File: src/rtl/nfp_pkg.sv
package nfp_pkg;

    localparam int CODE_W    = 8;
    localparam int SEL_W     = 3;
    localparam int WORD_W    = 32;
    localparam int EXP32_W   = 8;
    localparam int FRAC32_W  = 23;
    localparam int MAN_AL_W  = 3;
    localparam int EXP_RAW_W = 5;
    localparam int BIAS_W    = 5;
    localparam int EXP32_BIAS = 127;
    localparam int FRAC_PAD_W = FRAC32_W - MAN_AL_W;
    localparam logic [WORD_W-1:0] QNAN_WORD = 32'h7FC0_0000;

    typedef enum logic [SEL_W-1:0] {
        FMT_E5M2 = 3'd0,
        FMT_E4M3 = 3'd1,
        FMT_E3M2 = 3'd2,
        FMT_E2M3 = 3'd3,
        FMT_E2M1 = 3'd4
    } nfp_fmt_e;

    typedef enum logic [2:0] {
        CLS_ZERO,
        CLS_SUB,
        CLS_NORM,
        CLS_INF,
        CLS_NAN
    } nfp_cls_e;

    typedef struct packed {
        logic [2:0]        ew;
        logic [1:0]        mw;
        logic [BIAS_W-1:0] bias;
        logic              ok;
    } nfp_layout_t;

    typedef struct packed {
        logic                 sign;
        nfp_cls_e             cls;
        logic [EXP_RAW_W-1:0] exp_raw;
        logic [MAN_AL_W-1:0]  man_al;
        logic [BIAS_W-1:0]    bias;
    } nfp_fields_t;

    function automatic nfp_layout_t layout_of(input logic [SEL_W-1:0] sel);
        nfp_layout_t l;
        l = '{ew: 3'd0, mw: 2'd0, bias: 5'd0, ok: 1'b0};
        case (sel)
            FMT_E5M2: l = '{ew: 3'd5, mw: 2'd2, bias: 5'd15, ok: 1'b1};
            FMT_E4M3: l = '{ew: 3'd4, mw: 2'd3, bias: 5'd7,  ok: 1'b1};
            FMT_E3M2: l = '{ew: 3'd3, mw: 2'd2, bias: 5'd3,  ok: 1'b1};
            FMT_E2M3: l = '{ew: 3'd2, mw: 2'd3, bias: 5'd1,  ok: 1'b1};
            FMT_E2M1: l = '{ew: 3'd2, mw: 2'd1, bias: 5'd1,  ok: 1'b1};
            default:  l = '{ew: 3'd0, mw: 2'd0, bias: 5'd0,  ok: 1'b0};
        endcase
        return l;
    endfunction

    // Leading zeros of a left-aligned 3-bit mantissa (input never zero on use)
    function automatic logic [1:0] lead_zeros3(input logic [MAN_AL_W-1:0] m);
        logic [1:0] n;
        casez (m)
            3'b1??:  n = 2'd0;
            3'b01?:  n = 2'd1;
            default: n = 2'd2;
        endcase
        return n;
    endfunction

endpackage

File: src/rtl/nfp_decode.sv
module nfp_decode
    import nfp_pkg::*;
(
    input  logic [SEL_W-1:0]  fmt_sel,
    input  logic [CODE_W-1:0] code_in,
    output nfp_fields_t       fields
);
    nfp_layout_t         lay;
    logic [3:0]          sign_pos;
    logic [CODE_W-1:0]   man_mask;
    logic [CODE_W-1:0]   exp_mask;
    logic [CODE_W-1:0]   man_raw;
    logic [CODE_W-1:0]   exp_bits;
    logic [MAN_AL_W-1:0] man_al;
    logic [1:0]          al_shift;
    logic                exp_full;
    logic                man_full;

    always_comb begin
        lay      = layout_of(fmt_sel);
        sign_pos = {1'b0, lay.ew} + {2'b0, lay.mw};
        man_mask = (8'd1 << lay.mw) - 8'd1;
        exp_mask = (8'd1 << lay.ew) - 8'd1;
        man_raw  = code_in & man_mask;
        exp_bits = (code_in >> lay.mw) & exp_mask;
        al_shift = 2'd3 - lay.mw;
        man_al   = man_raw[MAN_AL_W-1:0] << al_shift;
        exp_full = (exp_bits == exp_mask);
        man_full = (man_raw == man_mask);

        fields.sign    = code_in[sign_pos[2:0]];
        fields.exp_raw = exp_bits[EXP_RAW_W-1:0];
        fields.man_al  = man_al;
        fields.bias    = lay.bias;

        if (!lay.ok)
            fields.cls = CLS_NAN;
        else if (fmt_sel == FMT_E5M2 && exp_full)
            fields.cls = (man_raw == '0) ? CLS_INF : CLS_NAN;
        else if (fmt_sel == FMT_E4M3 && exp_full && man_full)
            fields.cls = CLS_NAN;
        else if (exp_bits == '0)
            fields.cls = (man_raw == '0) ? CLS_ZERO : CLS_SUB;
        else
            fields.cls = CLS_NORM;
    end

endmodule

File: src/rtl/nfp_pack.sv
module nfp_pack
    import nfp_pkg::*;
(
    input  nfp_fields_t       fields,
    output logic [WORD_W-1:0] word
);
    logic [1:0]           lz;
    logic [2:0]           sub_shift;
    logic [MAN_AL_W-1:0]  sub_frac;
    logic [EXP32_W-1:0]   norm_exp;
    logic [EXP32_W-1:0]   sub_exp;

    always_comb begin
        lz        = lead_zeros3(fields.man_al);
        sub_shift = {1'b0, lz} + 3'd1;
        sub_frac  = fields.man_al << sub_shift;
        norm_exp  = EXP32_W'(EXP32_BIAS) + {3'b0, fields.exp_raw} - {3'b0, fields.bias};
        sub_exp   = EXP32_W'(EXP32_BIAS) - {3'b0, fields.bias} - {6'b0, lz};

        case (fields.cls)
            CLS_ZERO: word = {fields.sign, 31'b0};
            CLS_INF:  word = {fields.sign, 8'hFF, 23'b0};
            CLS_NORM: word = {fields.sign, norm_exp, fields.man_al, {FRAC_PAD_W{1'b0}}};
            CLS_SUB:  word = {fields.sign, sub_exp, sub_frac, {FRAC_PAD_W{1'b0}}};
            default:  word = QNAN_WORD;
        endcase
    end

endmodule

File: src/rtl/nfp_upconv.sv
module nfp_upconv
    import nfp_pkg::*;
(
    input  logic               clk,
    input  logic               rst,
    input  logic               in_vld,
    input  logic [SEL_W-1:0]   fmt_sel,
    input  logic [CODE_W-1:0]  code_in,
    output logic               out_vld,
    output logic [WORD_W-1:0]  out_word
);
    nfp_fields_t       fields;
    logic [WORD_W-1:0] word_nxt;

    nfp_decode u_decode (
        .fmt_sel (fmt_sel),
        .code_in (code_in),
        .fields  (fields)
    );

    nfp_pack u_pack (
        .fields (fields),
        .word   (word_nxt)
    );

    always_ff @(posedge clk) begin
        if (rst) begin
            out_vld  <= 1'b0;
            out_word <= '0;
        end else begin
            out_vld <= in_vld;
            if (in_vld)
                out_word <= word_nxt;
        end
    end


    valid_lat_chk: assert property (@(posedge clk) disable iff (rst)
        in_vld |=> out_vld);


    hold_chk: assert property (@(posedge clk) disable iff (rst)
        !in_vld |=> $stable(out_word));


    nan_canon_chk: assert property (@(posedge clk) disable iff (rst)
        (out_vld && out_word[30:23] == 8'hFF && out_word[22:0] != 23'd0)
        |-> out_word == QNAN_WORD);


    finite_fmt_chk: assert property (@(posedge clk) disable iff (rst)
        (in_vld && (fmt_sel == 3'd2 || fmt_sel == 3'd3 || fmt_sel == 3'd4))
        |=> out_word[30:23] != 8'hFF);


    zero_sign_chk: assert property (@(posedge clk) disable iff (rst)
        (in_vld && fmt_sel == 3'd0 && code_in[6:0] == 7'd0)
        |=> out_word == {$past(code_in[7]), 31'b0});

endmodule

File: config.mk
export PLATFORM = sky130hd
export DESIGN_NAME = nfp_upconv
export DESIGN_NICKNAME = d
export VERILOG_FILES = /design/src/rtl/nfp_pkg.sv /design/src/rtl/nfp_decode.sv /design/src/rtl/nfp_pack.sv /design/src/rtl/nfp_upconv.sv
export SDC_FILE = /design/constraint.sdc
export NUM_CORES = 1
export LEC_CHECK = 0
export BUFFER_PORTS_ARGS = -buffer_cell sky130_fd_sc_hd__buf_2
export CORE_ASPECT_RATIO = 1.75
export CORE_MARGIN = 5
export CORE_UTILIZATION = 48
export CTS_CLUSTER_DIAMETER = 30
export DETAILED_ROUTE_END_ITERATION = 7
export HOLD_SLACK_MARGIN = 0.06
export PLACE_DENSITY_LB_ADDON = 0.1
export SKIP_CTS_REPAIR_TIMING = 1
export SLEW_MARGIN = 10
export SYNTH_ARGS = -nofsm -noshare
export SYNTH_HDL_FRONTEND = slang
export SYNTH_SLANG_ARGS = --single-unit
File: constraint.sdc
create_clock -name clk -period 3.1 [get_ports clk]
set_input_delay 0.155 -clock clk [delete_from_list [all_inputs] [get_ports clk]]
set_output_delay 0.155 -clock clk [all_outputs]
set_load 0.02 [all_outputs]
* Word-level counts from Yosys, hierarchy flattened
Cells that the tools add are included.
Cells by class: $add $sub $neg 9, order comparisons 1, equal/unequal tests 10, shift-type cells 5, muxes and demuxes 11, bitwise operators 2, reductions and logical operators 7
Operators by type and width (number):
- one-hot mux 32 bit (4 select lines) | 1
- one-hot mux 11 bit (5 select lines) | 1
- bitwise AND 8 bit | 2
- == test 8 bit | 2
- zero test 8 bit | 2
- subtractor 8 x 1 -> 8 bit, second input constant | 2
- 2-to-1 mux 3 bit | 5
- == test 3 x 2 -> 1 bit, second input constant | 4
- adder 7 x 5 -> 8 bit, first input constant | 1
- left shift 1 x 2 -> 8 bit, first input constant | 1
- left shift 1 x 3 -> 8 bit, first input constant | 1
- >> shifter 8 x 2 -> 8 bit | 1
- subtractor 7 x 5 -> 8 bit, first input constant | 1
- subtractor 8 x 2 -> 8 bit | 1
- subtractor 8 x 5 -> 8 bit | 1
- == test 3 x 1 -> 1 bit, second input constant | 2
- zero test 3 bit | 2
- less-than comparator 3 x 4 -> 1 bit, second input constant | 1
- one-hot mux 2 bit (2 select lines) | 1
- adder 2 x 1 -> 3 bit, second input constant | 1
- adder 3 x 2 -> 3 bit | 1
- binary-select mux 1 bit (select 3 bit) | 1
- == test 3 bit, second input constant | 1
- logical AND 1 bit | 3
- 5 further kinds | 6
Word-level totals: bits in registers 33, bits of input ports 14, output and inout bits 33, word-level logic and storage cells 47

* Logic depth before layout (Yosys ltp)
depth after elaboration 13, depth in mapped cells 16

* Hierarchy
From an unflattened synthesis, not the netlist that was laid out.
Second synthesis, totals: cells, all modules 302, area, all modules 2610.0 um^2
Modules (own cells, without submodules):
- nfp_upconv | instances 1, cells each 106, area each 1202.4 um^2
- nfp_pack | instances 1, cells each 117, area each 850.8 um^2
- nfp_decode | instances 1, cells each 79, area each 556.8 um^2

* Worst setup path before layout
Ideal clock, no wire load.
kind input to register, start point input port fmt_sel[0], end point register out_word[28], data arrival time 2.774 ns, path slack 0.235 ns, stages on the path 12, path through buf_6 > buf_2 > buf_2 > mux2i_1 > nor2_1 > or2_2 > ha_1 > ha_1 > fa_1 > a22o_1 > or3_1 > a311oi_1
Between the ends: longest elaborated chain between the ends 13, elaborated cells between the ends (all ways) 39
RTL lines:
- start: declaration | RTL line nfp_upconv.sv:7 | input logic [SEL_W-1:0] fmt_sel,
- branches (longest 12 deep; another with subtractor 8 x 1 -> 8 bit)
- one-hot mux 32 bit (4 select lines) (*) | RTL line nfp_pack.sv:20 | case (fields.cls)
- end signal: assignment | RTL line nfp_upconv.sv:33 | out_word <= word_nxt;
- end: declaration | RTL line nfp_upconv.sv:10 | output logic [WORD_W-1:0] out_word
Mark *: on every way between the ends. A chain may end at the register's enable or synchronous reset.

* Worst setup path in the final report
Same ends and word-level chain as after synthesis.

==> impl_metrics.xml <==
<?xml version="1.0" encoding="UTF-8"?>
<metrics>
  <group name="status">
    <metric name="run_status" unit="">finished, final reports clean</metric>
  </group>
  <group name="route">
    <metric name="detail_route.drc_violations" unit="">0</metric>
    <metric name="first_pass_iters" unit="">4</metric>
    <metric name="vias_per_cell" unit="">5.43</metric>
    <metric name="wire_per_inst" unit="µm">14.4</metric>
    <metric name="route.vias.total" unit="">1612</metric>
    <metric name="detail-route-antenna-nets" unit="">0</metric>
    <metric name="finalWirelength" unit="mm">4.28</metric>
    <metric name="first_iter_violations" unit="">38</metric>
  </group>
  <group name="sta">
    <metric name="timing_max_transition_violations_final" unit="">0</metric>
    <metric name="skew" unit="ns">0</metric>
    <metric name="setup_viol_count_final" unit="">0</metric>
    <metric name="achievable-frequency" unit="MHz">370</metric>
    <metric name="rsz0062_at_grt" unit="">false</metric>
    <metric name="timing.final.crit_period" unit="ns">2.70</metric>
    <metric name="final-hold-violation-count" unit="">0</metric>
    <metric name="layout_worst_path_cycle_share" unit="%">87.1</metric>
    <metric name="fin_tns_setup" unit="ns">0</metric>
    <metric name="finalWorstSetupSlack" unit="ns">0.399</metric>
  </group>
  <group name="worst_setup_path">
    <metric name="critical_path.cell_chain" unit="">buf_2 &gt; nor2_4 &gt; nand3_1 &gt; o21ai_0 &gt; or2_2 &gt; ha_1 &gt; ha_1 &gt; fa_1 &gt; a22o_1 &gt; or3_1 &gt; a311oi_1</metric>
    <metric name="critical_path_arrival" unit="ns">2.85</metric>
    <metric name="worst-path-max-fanout" unit="">14</metric>
    <metric name="r2r_start" unit="">out_word[23]$_SDFFE_PP0P_</metric>
    <metric name="worstRegToRegCells" unit="">2</metric>
    <metric name="cpMostUsedCell" unit="">sky130_fd_sc_hd__ha_1</metric>
    <metric name="worst_setup_path_start_kind" unit="">input port</metric>
    <metric name="cp.required" unit="ns">3.25</metric>
    <metric name="critPathSlowestCell" unit="">sky130_fd_sc_hd__fa_1</metric>
    <metric name="criticalPathCategory" unit="">input port to flip-flop</metric>
    <metric name="timing.critical_path.from" unit="">fmt_sel[0]</metric>
    <metric name="max_stage_delay" unit="ns">0.41</metric>
    <metric name="end_kind" unit="">flip-flop</metric>
  </group>
  <group name="global_routing">
    <metric name="grt_max_degree" unit="">15</metric>
    <metric name="grt_util_all_layers" unit="%">19.0</metric>
    <metric name="globalRoute.totalOverflow" unit="">0</metric>
    <metric name="first_pass_grt_wire_length" unit="mm">7.00</metric>
    <metric name="number_of_antenna_violations_at_the_first_check_in_global_routing" unit="">0</metric>
    <metric name="vias_in_the_first_global_route" unit="">1567</metric>
  </group>
  <group name="layout">
    <metric name="drive_gt1_share" unit="%">23.0</metric>
    <metric name="syn2layout_area_growth" unit="%">10.9</metric>
    <metric name="stdcell_area" unit="mm²">0.00190</metric>
    <metric name="diodes" unit="">0</metric>
    <metric name="net_count_reported_at_finish" unit="">283</metric>
  </group>
  <group name="clock_network">
    <metric name="cts.htree.levels" unit="">1</metric>
    <metric name="clock_transition_at_the_register_clock_pins_on_the_worst_setup_and_hold_paths_after_cts" unit="ns">0.05</metric>
    <metric name="tritoncts.num_buffers" unit="">3</metric>
    <metric name="numClockSinks" unit="">13</metric>
    <metric name="clkLatencyLatePin" unit="ns">0.24</metric>
    <metric name="cts-root-buf" unit="">sky130_fd_sc_hd__clkbuf_8</metric>
    <metric name="ctsLongestPathBuffers" unit="">2</metric>
    <metric name="tritoncts_clock_tree" unit="">built</metric>
  </group>
  <group name="hold_path">
    <metric name="hold_path_origin" unit="">rst</metric>
    <metric name="hold_depth" unit="">2</metric>
    <metric name="path_class_of_the_lowest_slack_min_delay_path" unit="">input port to flip-flop</metric>
  </group>
  <group name="synth">
    <metric name="asyncSetResetFlopFracSynth" unit="%">0</metric>
    <metric name="netlist.top_cell.by_area" unit="">sky130_fd_sc_hd__dfxtp_1</metric>
    <metric name="post_synth_mux_area_share" unit="%">6.93</metric>
    <metric name="post_synth_most_frequent_cells" unit="">sky130_fd_sc_hd__nor2_1, sky130_fd_sc_hd__buf_4, sky130_fd_sc_hd__nand2_1</metric>
    <metric name="synth_simple_gate_area_share" unit="%">21.5</metric>
    <metric name="synth-xor-area-share" unit="%">3.07</metric>
    <metric name="yosys.area_share.adder" unit="%">13.0</metric>
    <metric name="ys_seq_area_share" unit="%">15.2</metric>
    <metric name="ys_top_cells_by_area" unit="">sky130_fd_sc_hd__dfxtp_1, sky130_fd_sc_hd__ha_1, sky130_fd_sc_hd__buf_4, sky130_fd_sc_hd__nor2_1, sky130_fd_sc_hd__nand2_1</metric>
    <metric name="syn-instance-count" unit="">223</metric>
    <metric name="dominant_register_cell_in_the_synthesized_netlist" unit="">sky130_fd_sc_hd__dfxtp_1</metric>
    <metric name="synth.most_common_cell" unit="">sky130_fd_sc_hd__nor2_1</metric>
    <metric name="main_combinational_cell_family_by_area_after_synthesis" unit="">compound AO/OA/AOI/OAI gates</metric>
    <metric name="synth_compound_area_share" unit="%">23.8</metric>
    <metric name="number_of_warning_messages_in_the_yosys_log" unit="">0</metric>
    <metric name="synth_enable_flop_cells" unit="">0</metric>
    <metric name="ys_types" unit="">53</metric>
    <metric name="synth.ff_latch_count" unit="">13</metric>
    <metric name="avgSynthCellArea" unit="µm²">7.69</metric>
    <metric name="post-synth-top-area-fraction" unit="%">15.2</metric>
    <metric name="syn_area" unit="mm²">0.00171</metric>
  </group>
  <group name="job">
    <metric name="max_cap_violations" unit="">0</metric>
  </group>
  <group name="die">
    <metric name="die_width" unit="µm">55.2</metric>
    <metric name="die_area" unit="mm²">0.00491</metric>
    <metric name="start_util" unit="%">49.9</metric>
    <metric name="dieHeight" unit="µm">89.1</metric>
    <metric name="placementRows" unit="">28</metric>
    <metric name="floorplan.core_area" unit="mm²">0.00343</metric>
    <metric name="io-pin-count" unit="">47</metric>
  </group>
  <group name="placement">
    <metric name="place_area" unit="mm²">0.00186</metric>
    <metric name="buffer_ports.inserted" unit="">26</metric>
    <metric name="gp_congestion" unit="">0.941</metric>
    <metric name="hpwlAfterDp" unit="mm">3.56</metric>
    <metric name="pre_cts_ws" unit="ns">0.155</metric>
  </group>
  <group name="power_and_ir_drop">
    <metric name="cellLeakagePower" unit="nW">0.906</metric>
    <metric name="vdd_drop_max" unit="µV">170</metric>
    <metric name="p_per_area" unit="mW/mm²">344</metric>
  </group>
</metrics>
[routing by layer]
layer | wire (µm) | global-route usage [%]
met4 | 159 | 10.8
met3 | 182 | 1.00
met2 | 2290 | 35.2
met5 | 0 | 0
met1 | 1640 | 20.0
[state kept, by name, summed over array words and instances, names as in the netlist]
register and cells:
out_vld 1, out_word 12
[placed cells by master, fill, tap and decap left out, drive strengths merged, types with 2 or more instances in the layout]
master   n
mux4     2
buf     40
conb    21
fa       3
o32a     2
nand2b   2
clkbuf   4
or2      2
o221ai   2
ha      13
nor2    27
nand3    8
or3      3
mux2i    4
nand4    2
inv     15
and3     2
o21a     3
a21oi   11
a221o    2
mux2     3
o21ai    9
a311oi   9
nor2b    4
xnor2    6
a31oi    2
dfxtp   13
a32oi    2
nand2   18
a21o     4
[power by group]
part           switching (W)  internal, W
combinational       0.000192     0.000128
sequential        0.00000570     0.000181
clock              0.0000573    0.0000906
total               0.000255     0.000400
[per-stage QoR]
stage	instances	utilization, %	power, W	hold WS (ns)
after floorplan	242	-	0.000447	0.238
after global placement	293	54.1	0.000509	0.444
after detailed placement	293	54.1	0.000510	0.444
after CTS	297	55.4	0.000660	0.233
after global routing	297	55.4	0.000707	0.273
final	297	55.4	0.000655	0.238
[area by class of cell]
cell class	instances	area (µm²)
Fill cell	359	1530
Multi-Input combinational cell	180	1250
Sequential cell	13	260
Timing Repair Buffer	40	235
Inverter	15	56.3
Tap cell	45	56.3
Clock buffer	4	45.0
[path summary, 6_finish.rpt]
path                            slack [ns]                         to
worst max-delay path                  0.40  out_word[28]$_SDFFE_PP0P_
worst max register to register        2.38  out_word[23]$_SDFFE_PP0P_
worst min register to register        0.45  out_word[20]$_SDFFE_PP0P_
worst min-delay path                  0.24  out_word[22]$_SDFFE_PP0P_
[critical path, delay by kind of cell]
| family | cells | cell delay [ns] |
|---|---|---|
| adders and majority gates | 3 | 0.93 |
| AOI/OAI and AO/OA | 3 | 0.62 |
| buffers and inverters | 1 | 0.27 |
| and+or+nand+nor | 4 | 0.87 |
[cell families after synthesis]
kind of cell / after synthesis
simple gates: 73
compound gates: 55
buf+inv: 49
fa+ha+maj: 16
flops: 13
mux: 9
xor+xnor: 6
other cells: 2
No activity file was read; power rests on OpenSTA's default activity.
